[config.mk]
export PLATFORM = sky130hd
export DESIGN_NAME = msi_eq_router
export DESIGN_NICKNAME = d
export VERILOG_FILES = /design/src/rtl/msi_eq_pkg.sv /design/src/rtl/msi_eq_window.sv /design/src/rtl/msi_eq_record.sv /design/src/rtl/msi_eq_regrd.sv /design/src/rtl/msi_eq_router.sv
export SDC_FILE = /design/constraint.sdc
export NUM_CORES = 1
export LEC_CHECK = 0
export CAP_MARGIN = 20
export CORE_AREA = 2 2 288 290
export DETAILED_ROUTE_END_ITERATION = 12
export DIE_AREA = 0 0 290 292
export PLACE_DENSITY = 0.59
export SETUP_SLACK_MARGIN = 0.3
export SLEW_MARGIN = 25
export SYNTH_ARGS = -nofsm -noshare
export SYNTH_HDL_FRONTEND = slang
export SYNTH_HIERARCHICAL = 1
export SYNTH_SLANG_ARGS = --single-unit
[constraint.sdc]
create_clock -name clk -period 13.11 [get_ports clk]
set_input_delay 2.622 -clock clk [delete_from_list [all_inputs] [get_ports clk]]
set_output_delay 2.622 -clock clk [all_outputs]
set_load 0.01 [all_outputs]
[src/rtl/msi_eq_pkg.sv]
package msi_eq_pkg;

    // Queue geometry: 8 KiB region of 64-byte records.
    localparam int PTR_W    = 7;
    localparam int REC_LG   = 6;

    typedef enum logic [2:0] {
        QS_IDLE   = 3'b001,
        QS_ACTIVE = 3'b010,
        QS_ERROR  = 3'b100
    } qstate_e;

    typedef struct packed {
        logic       valid;
        logic       written;
        logic [5:0] qnum;
    } map_ent_t;

    typedef struct packed {
        qstate_e            state;
        logic               ovf;
        logic [PTR_W-1:0]   head;
        logic [PTR_W-1:0]   tail;
    } queue_t;

    // Register groups, selected by reg_addr[11:8].
    localparam logic [3:0] G_MAP   = 4'd0;
    localparam logic [3:0] G_CLR   = 4'd1;
    localparam logic [3:0] G_CSET  = 4'd2;
    localparam logic [3:0] G_CCLR  = 4'd3;
    localparam logic [3:0] G_STATE = 4'd4;
    localparam logic [3:0] G_TAIL  = 4'd5;
    localparam logic [3:0] G_HEAD  = 4'd6;
    localparam logic [3:0] G_WIN32 = 4'd7;
    localparam logic [3:0] G_WIN64 = 4'd8;
    localparam logic [3:0] G_BASE  = 4'd9;

    localparam int B_VALID   = 63;
    localparam int B_WRITTEN = 62;
    localparam int B_OVF     = 57;
    localparam int B_E2I     = 47;
    localparam int B_EN      = 44;

    localparam logic [6:0] FT_MSI32 = 7'h58;
    localparam logic [6:0] FT_MSI64 = 7'h78;

endpackage

[src/rtl/msi_eq_window.sv]
module msi_eq_window (
    input  logic [63:16] addr_hi,
    input  logic         is64,
    input  logic [15:0]  win32,
    input  logic [47:0]  win64,
    output logic         hit
);
    always_comb begin
        if (is64) hit = (addr_hi[63:16] == win64);
        else      hit = (addr_hi[31:16] == win32);
    end
endmodule

[src/rtl/msi_eq_record.sv]
module msi_eq_record
    import msi_eq_pkg::*;
(
    input  logic [61:0] addr_dw,   // byte address bits 63:2
    input  logic        is64,
    input  logic [15:0] rid,
    input  logic [15:0] data,
    output logic [63:0] word0,
    output logic [63:0] word1
);
    always_comb begin
        word0 = {1'b0, (is64 ? FT_MSI64 : FT_MSI32), 10'd1,
                 addr_dw[13:0], rid, data};
        word1 = {addr_dw[61:14], 16'h0000};
    end
endmodule

[src/rtl/msi_eq_regrd.sv]
module msi_eq_regrd
    import msi_eq_pkg::*;
#(
    parameter int NUM_MSI = 16,
    parameter int NUM_Q   = 4
) (
    input  map_ent_t [NUM_MSI-1:0] map_i,
    input  queue_t   [NUM_Q-1:0]   q_i,
    input  logic [15:0]            win32,
    input  logic [47:0]            win64,
    input  logic [63:0]            base,
    input  logic [11:0]            addr,
    output logic [63:0]            rdata
);
    localparam int MSI_IW = $clog2(NUM_MSI);
    localparam int Q_IW   = $clog2(NUM_Q);

    logic     msi_ok, q_ok;
    map_ent_t ent;
    queue_t   qs;

    always_comb begin
        msi_ok = {1'b0, addr[7:0]} < 9'(NUM_MSI);
        q_ok   = {1'b0, addr[7:0]} < 9'(NUM_Q);
        ent    = map_i[addr[MSI_IW-1:0]];
        qs     = q_i[addr[Q_IW-1:0]];
        rdata  = '0;
        case (addr[11:8])
            G_MAP:   if (msi_ok) rdata = {ent.valid, ent.written, 56'b0, ent.qnum};
            G_STATE: if (q_ok)   rdata = {61'b0, qs.state};
            G_TAIL:  if (q_ok)   rdata = {6'b0, qs.ovf, 50'b0, qs.tail};
            G_HEAD:  if (q_ok)   rdata = {57'b0, qs.head};
            G_WIN32: rdata = {32'b0, win32, 16'b0};
            G_WIN64: rdata = {win64, 16'b0};
            G_BASE:  rdata = base;
            default: rdata = '0;
        endcase
    end
endmodule

[src/rtl/msi_eq_router.sv]
module msi_eq_router
    import msi_eq_pkg::*;
#(
    parameter int NUM_MSI = 16,
    parameter int NUM_Q   = 4
) (
    input  logic             clk,
    input  logic             rst_n,
    input  logic             msi_valid,
    input  logic [63:0]      msi_addr,
    input  logic             msi_is64,
    input  logic [15:0]      msi_rid,
    input  logic [15:0]      msi_data,
    input  logic             reg_we,
    input  logic [11:0]      reg_addr,
    input  logic [63:0]      reg_wdata,
    output logic [63:0]      reg_rdata,
    output logic             mem_we,
    output logic [63:0]      mem_addr,
    output logic [63:0]      mem_word0,
    output logic [63:0]      mem_word1,
    output logic [NUM_Q-1:0] irq
);
    localparam int MSI_IW = $clog2(NUM_MSI);
    localparam int Q_IW   = $clog2(NUM_Q);
    localparam int OFF_W  = Q_IW + PTR_W + REC_LG;

    typedef struct packed {
        map_ent_t [NUM_MSI-1:0] map;
        queue_t   [NUM_Q-1:0]   qs;
        logic [15:0]            win32;
        logic [47:0]            win64;
        logic [63:0]            base;
        logic                   we;
        logic [63:0]            waddr;
        logic [63:0]            w0;
        logic [63:0]            w1;
    } st_t;

    st_t st_q, st_d;

    logic              win_hit;
    logic [63:0]       rec_w0, rec_w1;
    logic [MSI_IW-1:0] idx;
    logic              data_ok, qnum_ok, accept;
    map_ent_t          ent;
    logic [Q_IW-1:0]   tq;
    queue_t            cur;
    logic [PTR_W-1:0]  nxt_tail;
    logic [OFF_W-1:0]  off;
    logic [MSI_IW-1:0] r_msi;
    logic [Q_IW-1:0]   r_q;
    logic              r_msi_ok, r_q_ok;
    logic [3*NUM_Q-1:0] qstate_flat;

    msi_eq_window u_win (
        .addr_hi (msi_addr[63:16]),
        .is64    (msi_is64),
        .win32   (st_q.win32),
        .win64   (st_q.win64),
        .hit     (win_hit)
    );

    msi_eq_record u_rec (
        .addr_dw (msi_addr[63:2]),
        .is64    (msi_is64),
        .rid     (msi_rid),
        .data    (msi_data),
        .word0   (rec_w0),
        .word1   (rec_w1)
    );

    msi_eq_regrd #(.NUM_MSI(NUM_MSI), .NUM_Q(NUM_Q)) u_rd (
        .map_i (st_q.map),
        .q_i   (st_q.qs),
        .win32 (st_q.win32),
        .win64 (st_q.win64),
        .base  (st_q.base),
        .addr  (reg_addr),
        .rdata (reg_rdata)
    );

    always_comb begin
        st_d     = st_q;
        st_d.we  = 1'b0;

        // MSI path
        idx      = msi_data[MSI_IW-1:0];
        data_ok  = {1'b0, msi_data} < 17'(NUM_MSI);
        ent      = st_q.map[idx];
        qnum_ok  = {1'b0, ent.qnum} < 7'(NUM_Q);
        tq       = ent.qnum[Q_IW-1:0];
        cur      = st_q.qs[tq];
        nxt_tail = cur.tail + 1'b1;
        off      = {tq, cur.tail, {REC_LG{1'b0}}};
        accept   = msi_valid && win_hit && (msi_addr[1:0] == 2'b00) && data_ok &&
                   ent.valid && !ent.written && qnum_ok && (cur.state == QS_ACTIVE);

        if (accept) begin
            if (nxt_tail == cur.head) begin
                st_d.qs[tq].ovf   = 1'b1;
                st_d.qs[tq].state = QS_ERROR;
            end else begin
                st_d.we               = 1'b1;
                st_d.waddr            = st_q.base + 64'(off);
                st_d.w0               = rec_w0;
                st_d.w1               = rec_w1;
                st_d.qs[tq].tail      = nxt_tail;
                st_d.map[idx].written = 1'b1;
            end
        end

        // Register path, applied after the MSI update
        r_msi    = reg_addr[MSI_IW-1:0];
        r_q      = reg_addr[Q_IW-1:0];
        r_msi_ok = {1'b0, reg_addr[7:0]} < 9'(NUM_MSI);
        r_q_ok   = {1'b0, reg_addr[7:0]} < 9'(NUM_Q);
        if (reg_we) begin
            case (reg_addr[11:8])
                G_MAP: if (r_msi_ok) begin
                    st_d.map[r_msi].valid = reg_wdata[B_VALID];
                    st_d.map[r_msi].qnum  = reg_wdata[5:0];
                end
                G_CLR: if (r_msi_ok && reg_wdata[B_WRITTEN])
                    st_d.map[r_msi].written = 1'b0;
                G_CSET: if (r_q_ok) begin
                    if (reg_wdata[B_EN] && st_d.qs[r_q].state == QS_IDLE)
                        st_d.qs[r_q].state = QS_ACTIVE;
                    if (reg_wdata[B_OVF])
                        st_d.qs[r_q].ovf = 1'b1;
                end
                G_CCLR: if (r_q_ok) begin
                    if (reg_wdata[B_EN] && st_d.qs[r_q].state == QS_ACTIVE)
                        st_d.qs[r_q].state = QS_IDLE;
                    if (reg_wdata[B_E2I] && st_d.qs[r_q].state == QS_ERROR)
                        st_d.qs[r_q].state = QS_IDLE;
                    if (reg_wdata[B_OVF])
                        st_d.qs[r_q].ovf = 1'b0;
                end
                G_TAIL:  if (r_q_ok) st_d.qs[r_q].tail = reg_wdata[PTR_W-1:0];
                G_HEAD:  if (r_q_ok) st_d.qs[r_q].head = reg_wdata[PTR_W-1:0];
                G_WIN32: st_d.win32 = reg_wdata[31:16];
                G_WIN64: st_d.win64 = reg_wdata[63:16];
                G_BASE:  st_d.base  = reg_wdata;
                default: ;
            endcase
        end
    end

    always_ff @(posedge clk) begin
        if (!rst_n) begin
            st_q <= '0;
            for (int i = 0; i < NUM_Q; i++) st_q.qs[i].state <= QS_IDLE;
        end else begin
            st_q <= st_d;
        end
    end

    generate
        for (genvar g = 0; g < NUM_Q; g++) begin : g_q
            assign irq[g] = (st_q.qs[g].state == QS_ACTIVE) &&
                            (st_q.qs[g].head != st_q.qs[g].tail);
            assign qstate_flat[3*g +: 3] = st_q.qs[g].state;
        end
    endgenerate

    assign mem_we    = st_q.we;
    assign mem_addr  = st_q.waddr;
    assign mem_word0 = st_q.w0;
    assign mem_word1 = st_q.w1;

endmodule

==> impl_metrics.yaml, run 1 <==
sta:
  setup_tns_ps: 0
  setup_viol: 0
  slew_viol_final: 0
  post-route-period-util_pct: 68.8
  fmax_ghz: 0.111
  rsz0062_at_grt: "false"
  fin_skew_ps: 30.8
  tightest_slew_ps: 1080
  hold_violations: 0
  slew_headroom_pct: 27.6
  timing.final.crit_period_ps: 9020
place:
  place.gp.congestion: 0.948
  io_buffers: 437
  hpwlAfterDp_um: 73900
min_path:
  holdPathEnd: "mem_word0[47]"
  hold_depth: 2
  min_from: "mem_word0[47]"
  hold_class: "flop to flop"
clock_tree:
  cts_tree: "yes"
  h-tree-depth: 2
  cts-resized-gates: 0
  clk_latency_ps: 640
  clockBufferDepth: 3
  cts_sinks: 521
  cts-buffers-inserted: 57
  cts_setup_buffers: 0
  root_buffer: "clkbuf_16"
  hold_buffers: 0
  path_clk_slew_ps: 60
floorplan:
  start_util_pct: 34.8
  core_region_area_um2: 81600
  dieWidth_um: 290
  rows: 105
  ios: 438
  die_area_um2: 84700
  die_h_um: 292
yosys:
  ys_top_cells_by_area: "dfxtp_1 37%, buf_4 8.7%, nand2_1 8.5%"
  synth_most_common_cell: "nand2_1"
  synth.area.mux_share_pct: 11.0
  synthAdderAreaFrac_pct: 0.476
  yosys-top-cells-count: "641 x nand2_1, 521 x dfxtp_1, 358 x a21oi_1"
  yosysWarnings: 6
  yosysTopAreaCellShare_pct: 36.7
  ys_types: 102
  synth_xor_area_share_pct: 4.29
  synthArstFlopShare_pct: 0
  synth_top_family_by_area: "simple AND/OR/NAND/NOR gates"
  ys.flop_type: "dfxtp_1"
  syn_inst: 3447
  synth.avg_cell_area_um2: 8.23
  syn_area_um2: 28400
  synth_edf_count: 0
  synth_top_cell_by_area: "dfxtp_1"
  synth_compound_area_share_pct: 14.7
  ys_ff_latch: 521
  yosys.area_share.simple_pct: 20.0
  ys_seq_area_share_pct: 36.7
route:
  drcViolationCount: 0
  dr.pass1.iters: 6
  drt_iter0_drc: 2590
  route.met3.wl_um: 7550
  routed_wl_um: 105000
  wire_per_inst_um: 22.8
  vias: 24900
  m1WireLength_um: 45100
  routed-wl-met2_um: 48100
  detail_route.vias_per_cell: 5.42
  highest_layer: "met5"
  ant_nets: 0
outcome:
  outcome: "finished, final reports clean"
grt:
  grt_overflow: 0
  grt_usage_pct: 23.6
  grt_pass1_vias: 23200
  grt_pass1_wl_um: 154000
  grt_max_degree: 160
  antenna_found_initial: 14
worst_setup_path:
  end_kind: "flop"
  rrSetupSlack_ps: 6890
  cp.arrival_ps: 9550
  cp.required_ps: 13650
  r2r_end: "mem_word1[20]"
  crit_type: "input pin to flop"
  r2r_start: "st_q[418]"
  critPathLaunchType: "input pin"
  rr_worst_depth: 16
  path_max_fanout: 82
pwr:
  combPwrFrac_pct: 7.8
  switchingPower_mw: 0.872
  clkPwrFrac_pct: 46.7
  power.leakage_nw: 11.4
  p_seq_share_pct: 45.5
  power_mw: 3.50
  power_density_nw_per_um2: 106
  peakVddDrop_mv: 0.102
  netSwitchingFraction_pct: 24.9
  internal-power_mw: 2.63
layout:
  synthToLayoutAreaGrowth_pct: 16.3
  fin_nets: 3654
  layout-drive-gt1-share_pct: 7.04
job:
  maxCapViolations: 0
metal layers:
layer  up-vias  global-route usage, %
met3       224                   4.49
met5         -                      0
li1      11600                      -
met1     12000                   31.7
met2      1033                   37.7
met4         8                   8.92
flip-flops by register name, indices dropped and copies added, names as in the netlist:
signal       count
mem_addr        64
mem_word1       64
mem_we           1
mem_word0       64
st_q           316
qstate_flat     12
metrics by stage:
stage               hold WS (ps)  instance area [um2]  instances  utilization [%]  setup slack, ps
floorplan                    432                28500       3478                -             5800
global placement             437                31100       4478             38.1             3730
detailed placement           442                31100       4478             38.1             3500
CTS                          450                33000       4579             40.4             4170
global route                 464                33000       4587             40.4             3530
finish                       449                33000       4589             40.4             4090
placed cells by master (no fill, tap or decap), drive strengths merged, types with 37 or more instances in the layout:
master           n
nand2          641
dfxtp          521
clkdlybuf4s50  429
a21oi          361
nor2           271
mux2i          173
o21ai           87
clkbuf          84
xor2            71
nand3           69
xnor2           68
inv             59
mux4            49
buf             42
a211oi          41
nor3            37
critical path, cell delays in order:
cell and delay [ps]:
clkdlybuf4s50_1 940, nor2_1 300, a22o_1 290, nor3_2 490
nor2_2 80, inv_2 490, mux2i_1 150, a21oi_1 570
ha_1 390, nand2_1 130, o22ai_1 220, o221ai_1 360
a32oi_2 420, a41o_4 890, buf_4 780, nand2_1 120
a21oi_1 150
power groups by stage:
stage	Sequential, mW	Combinational [mW]	Clock [mW]
finish	1.59	0.272	1.64
global route	1.59	0.287	1.74
CTS	1.59	0.269	1.67
detailed placement	1.63	0.267	0
global placement	1.63	0.268	0
floorplan	1.63	0.168	0
final cells by class:
cell class / count / area [um2]
Sequential cell: 521 / 10400
Antenna cell: 10 / 25.0
Clock inverter: 17 / 185
Fill cell: 8309 / 48600
Multi-Input combinational cell: 2359 / 14500
Timing Repair Buffer: 471 / 4590
Inverter: 57 / 224
Tap cell: 1070 / 1340
Clock buffer: 84 / 1690
kinds of logic after synthesis:
family          count (synthesis)
flops                         521
fa+ha+maj                      11
xor+xnor                      139
compound gates                678
other cells                     2
mux                           245
simple gates                 1253
buf+inv                       598
worst max path at each step:
stage / from / endpoint / slack (ps) / cells after the start
3_5_place_dp: msi_data[3] / mem_word0[4] / 3500 / 17
3_3_place_gp: msi_data[3] / mem_word1[24] / 3730 / 17
6_report: msi_data[3] / mem_word1[20] / 4090 / 17
2_1_floorplan: msi_data[1] / qstate_flat[6] / 5800 / 21
5_1_grt: msi_data[3] / mem_word1[24] / 3530 / 17
4_1_cts: msi_data[3] / mem_word1[19] / 4170 / 17
Power figures use the tool's default switching activity.
==> inputs of run 2 (changes only) <==
--- a/config.mk
+++ b/config.mk
@@ -9,7 +9,7 @@
 export CORE_AREA = 2 2 288 290
 export DETAILED_ROUTE_END_ITERATION = 12
 export DIE_AREA = 0 0 290 292
-export PLACE_DENSITY = 0.59
+export PLACE_DENSITY = 0.61
 export SETUP_SLACK_MARGIN = 0.3
 export SLEW_MARGIN = 25
 export SYNTH_ARGS = -nofsm -noshare
==> constraint.sdc (replaced) <==
create_clock -name clk -period 7.3 [get_ports clk]
set_input_delay 1.46 -clock clk [delete_from_list [all_inputs] [get_ports clk]]
set_output_delay 1.46 -clock clk [all_outputs]
set_load 0.01 [all_outputs]
==> run 2 against run 1 <==
Net effect:
- clock skew up 2.5 ps
- clock power up 95%
- cell count up 0.48%
- flip-flop and latch count unchanged
- sequential power up 80%
- sequential share of layout area down 0.39 points
- utilization up 0.51 points
- first-iteration DRC count up 2.0%
- total power up 87%
==> impl_metrics.yaml, run 2 (synthesized netlist as in run 1, its figures left out) <==
sta:
  timing.final.crit_period_ps: 6510
  setup_ws_ps: 795
  tightest_slew_ps: 1110
  slew_viol_final: 0
  fmax_ghz: 0.154
  setup_viol: 0
  fin_skew_ps: 33.2
  hold_violations: 0
  setup_tns_ps: 0
  post-route-period-util_pct: 89.1
  rsz0062_at_grt: "false"
  slew_headroom_pct: 25.9
  whs_ps: 447
pwr:
  power_mw: 6.56
  peakVddDrop_mv: 0.222
  power_density_nw_per_um2: 196
  power.leakage_nw: 11.6
layout:
  finish.instance_area_um2: 33400
  largest_register: "st_q"
  synthToLayoutAreaGrowth_pct: 17.7
  layout-drive-gt1-share_pct: 7.92
  fin_cells: 4611
  largest_reg_flops: 316
  layout_common_cells: "641 x nand2_1, 521 x dfxtp_1, 426 x clkdlybuf4s50_1"
  fillers: 8181
  fin_nets: 3677
  fin_util_pct: 41.0
  final_common_cell: "nand2_1"
worst_setup_path:
  cp.arrival_ps: 6980
  worst_path_largest_cell_delay_ps: 700
  worst-path-buf-inv: 2
  crit_slowest_cell: "o21ai_1"
  path_max_fanout: 9
  cp.required_ps: 7770
  crit_type: "input pin to flop"
  end_kind: "flop"
  critPathLaunchType: "input pin"
  crit_family: "simple AND/OR/NAND/NOR gates"
  cp_cell_sequence: "clkdlybuf4s50_1, xnor2_1, nand4_1, nor4_1, nand4_1, o21ai_1, nor4b_1, nand4_1, or4b_1, a21oi_1, and4b_1, a31oi_1, o21ai_0, a32oi_1, nand4bb_1, buf_4, o31ai_1, o211ai_1"
  cp_common_cell: "nand4_1"
clock_tree:
  cts-buffers-inserted: 57
  cts_setup_buffers: 0
  cts-resized-gates: 0
  clockBufferDepth: 3
  cts_sinks: 521
  hold_buffers: 0
  root_buffer: "clkbuf_16"
  h-tree-depth: 2
  clk_latency_ps: 650
  cts_tree: "yes"
  path_clk_slew_ps: 60
outcome:
  outcome: "finished, final reports clean"
floorplan:
  ios: 438
  die_area_um2: 84700
  rows: 105
  die_h_um: 292
  dieWidth_um: 290
  start_util_pct: 34.8
  core_region_area_um2: 81600
route:
  dr.pass1.iters: 10
  vias: 25000
  drt_iter0_drc: 2643
  drcViolationCount: 0
  ant_nets: 0
  detail_route.vias_per_cell: 5.43
  routed_wl_um: 106000
  wire_per_inst_um: 23.0
grt:
  grt_usage_pct: 24.0
  grt_pass1_vias: 23400
  grt_use_met2_pct: 38.3
  grt_pass1_wl_um: 156000
  antenna_found_initial: 8
  busiest_layer: "met2"
  gr-usage-met3_pct: 4.93
  grt_overflow: 0
  grt_max_degree: 199
  use_met1_pct: 32.1
place:
  hpwlAfterDp_um: 76100
  place.gp.congestion: 0.965
  preCtsSetupSlack_ps: 324
  place_area_um2: 31400
  placedCellCount: 4501
  io_buffers: 437
job:
  maxCapViolations: 0
min_path:
  hold_class: "flop to flop"
-- run 2: cell count changes in the layout (fill, tap and decap cells not counted), sizes merged --
cell,change
buf,+25
bufinv,+6
clkbuf,-3
clkdlybuf4s50,-3
clkinv,+1
diode,-3
inv,-1
-- run 2: layer usage --
layer  wire [um]  vias to the layer above
met5          33                        -
met4        3980                        6
met3        8360                      217
met2       48100                     1118
met1       45500                    12000
li1            -                    11700
-- run 2: path summary, 6_finish.rpt --
kind | start | endpoint | slack, ps | cells after the start
max | msi_addr[52] | qstate_flat[0] | 790 | 18
min | mem_addr[5] | mem_addr[5] | 450 | 2
max reg2reg | st_q[293] | qstate_flat[0] | 1730 | 17
min reg2reg | mem_addr[5] | mem_addr[5] | 450 | 2
-- run 2: area by class of cell --
class	count	area (um2)	area share, %
inverters	57	224	0.670
flip-flops and latches	521	10400	31.2
diodes	7	17.5	0.0524
repair buffers	494	4830	14.5
clock inverters	23	377	1.13
clock buffers	80	1670	5.01
well taps	1070	1340	4.01
multi-input cells	2359	14500	43.5
-- run 2: report_power, final --
group / leakage [nW] / internal, mW / switching [mW] / total (mW)
registers: 4.20 / 2.85 / 0.0118 / 2.86
logic: 6.39 / 0.183 / 0.314 / 0.497
clock network: 1.01 / 1.91 / 1.28 / 3.19
total: 11.6 / 4.95 / 1.61 / 6.56
-- run 2: worst min-delay path, stage by stage (launching register included) --
cell and delay (ps):
dfxtp_1 310, nand2_1 50, a21oi_1 50
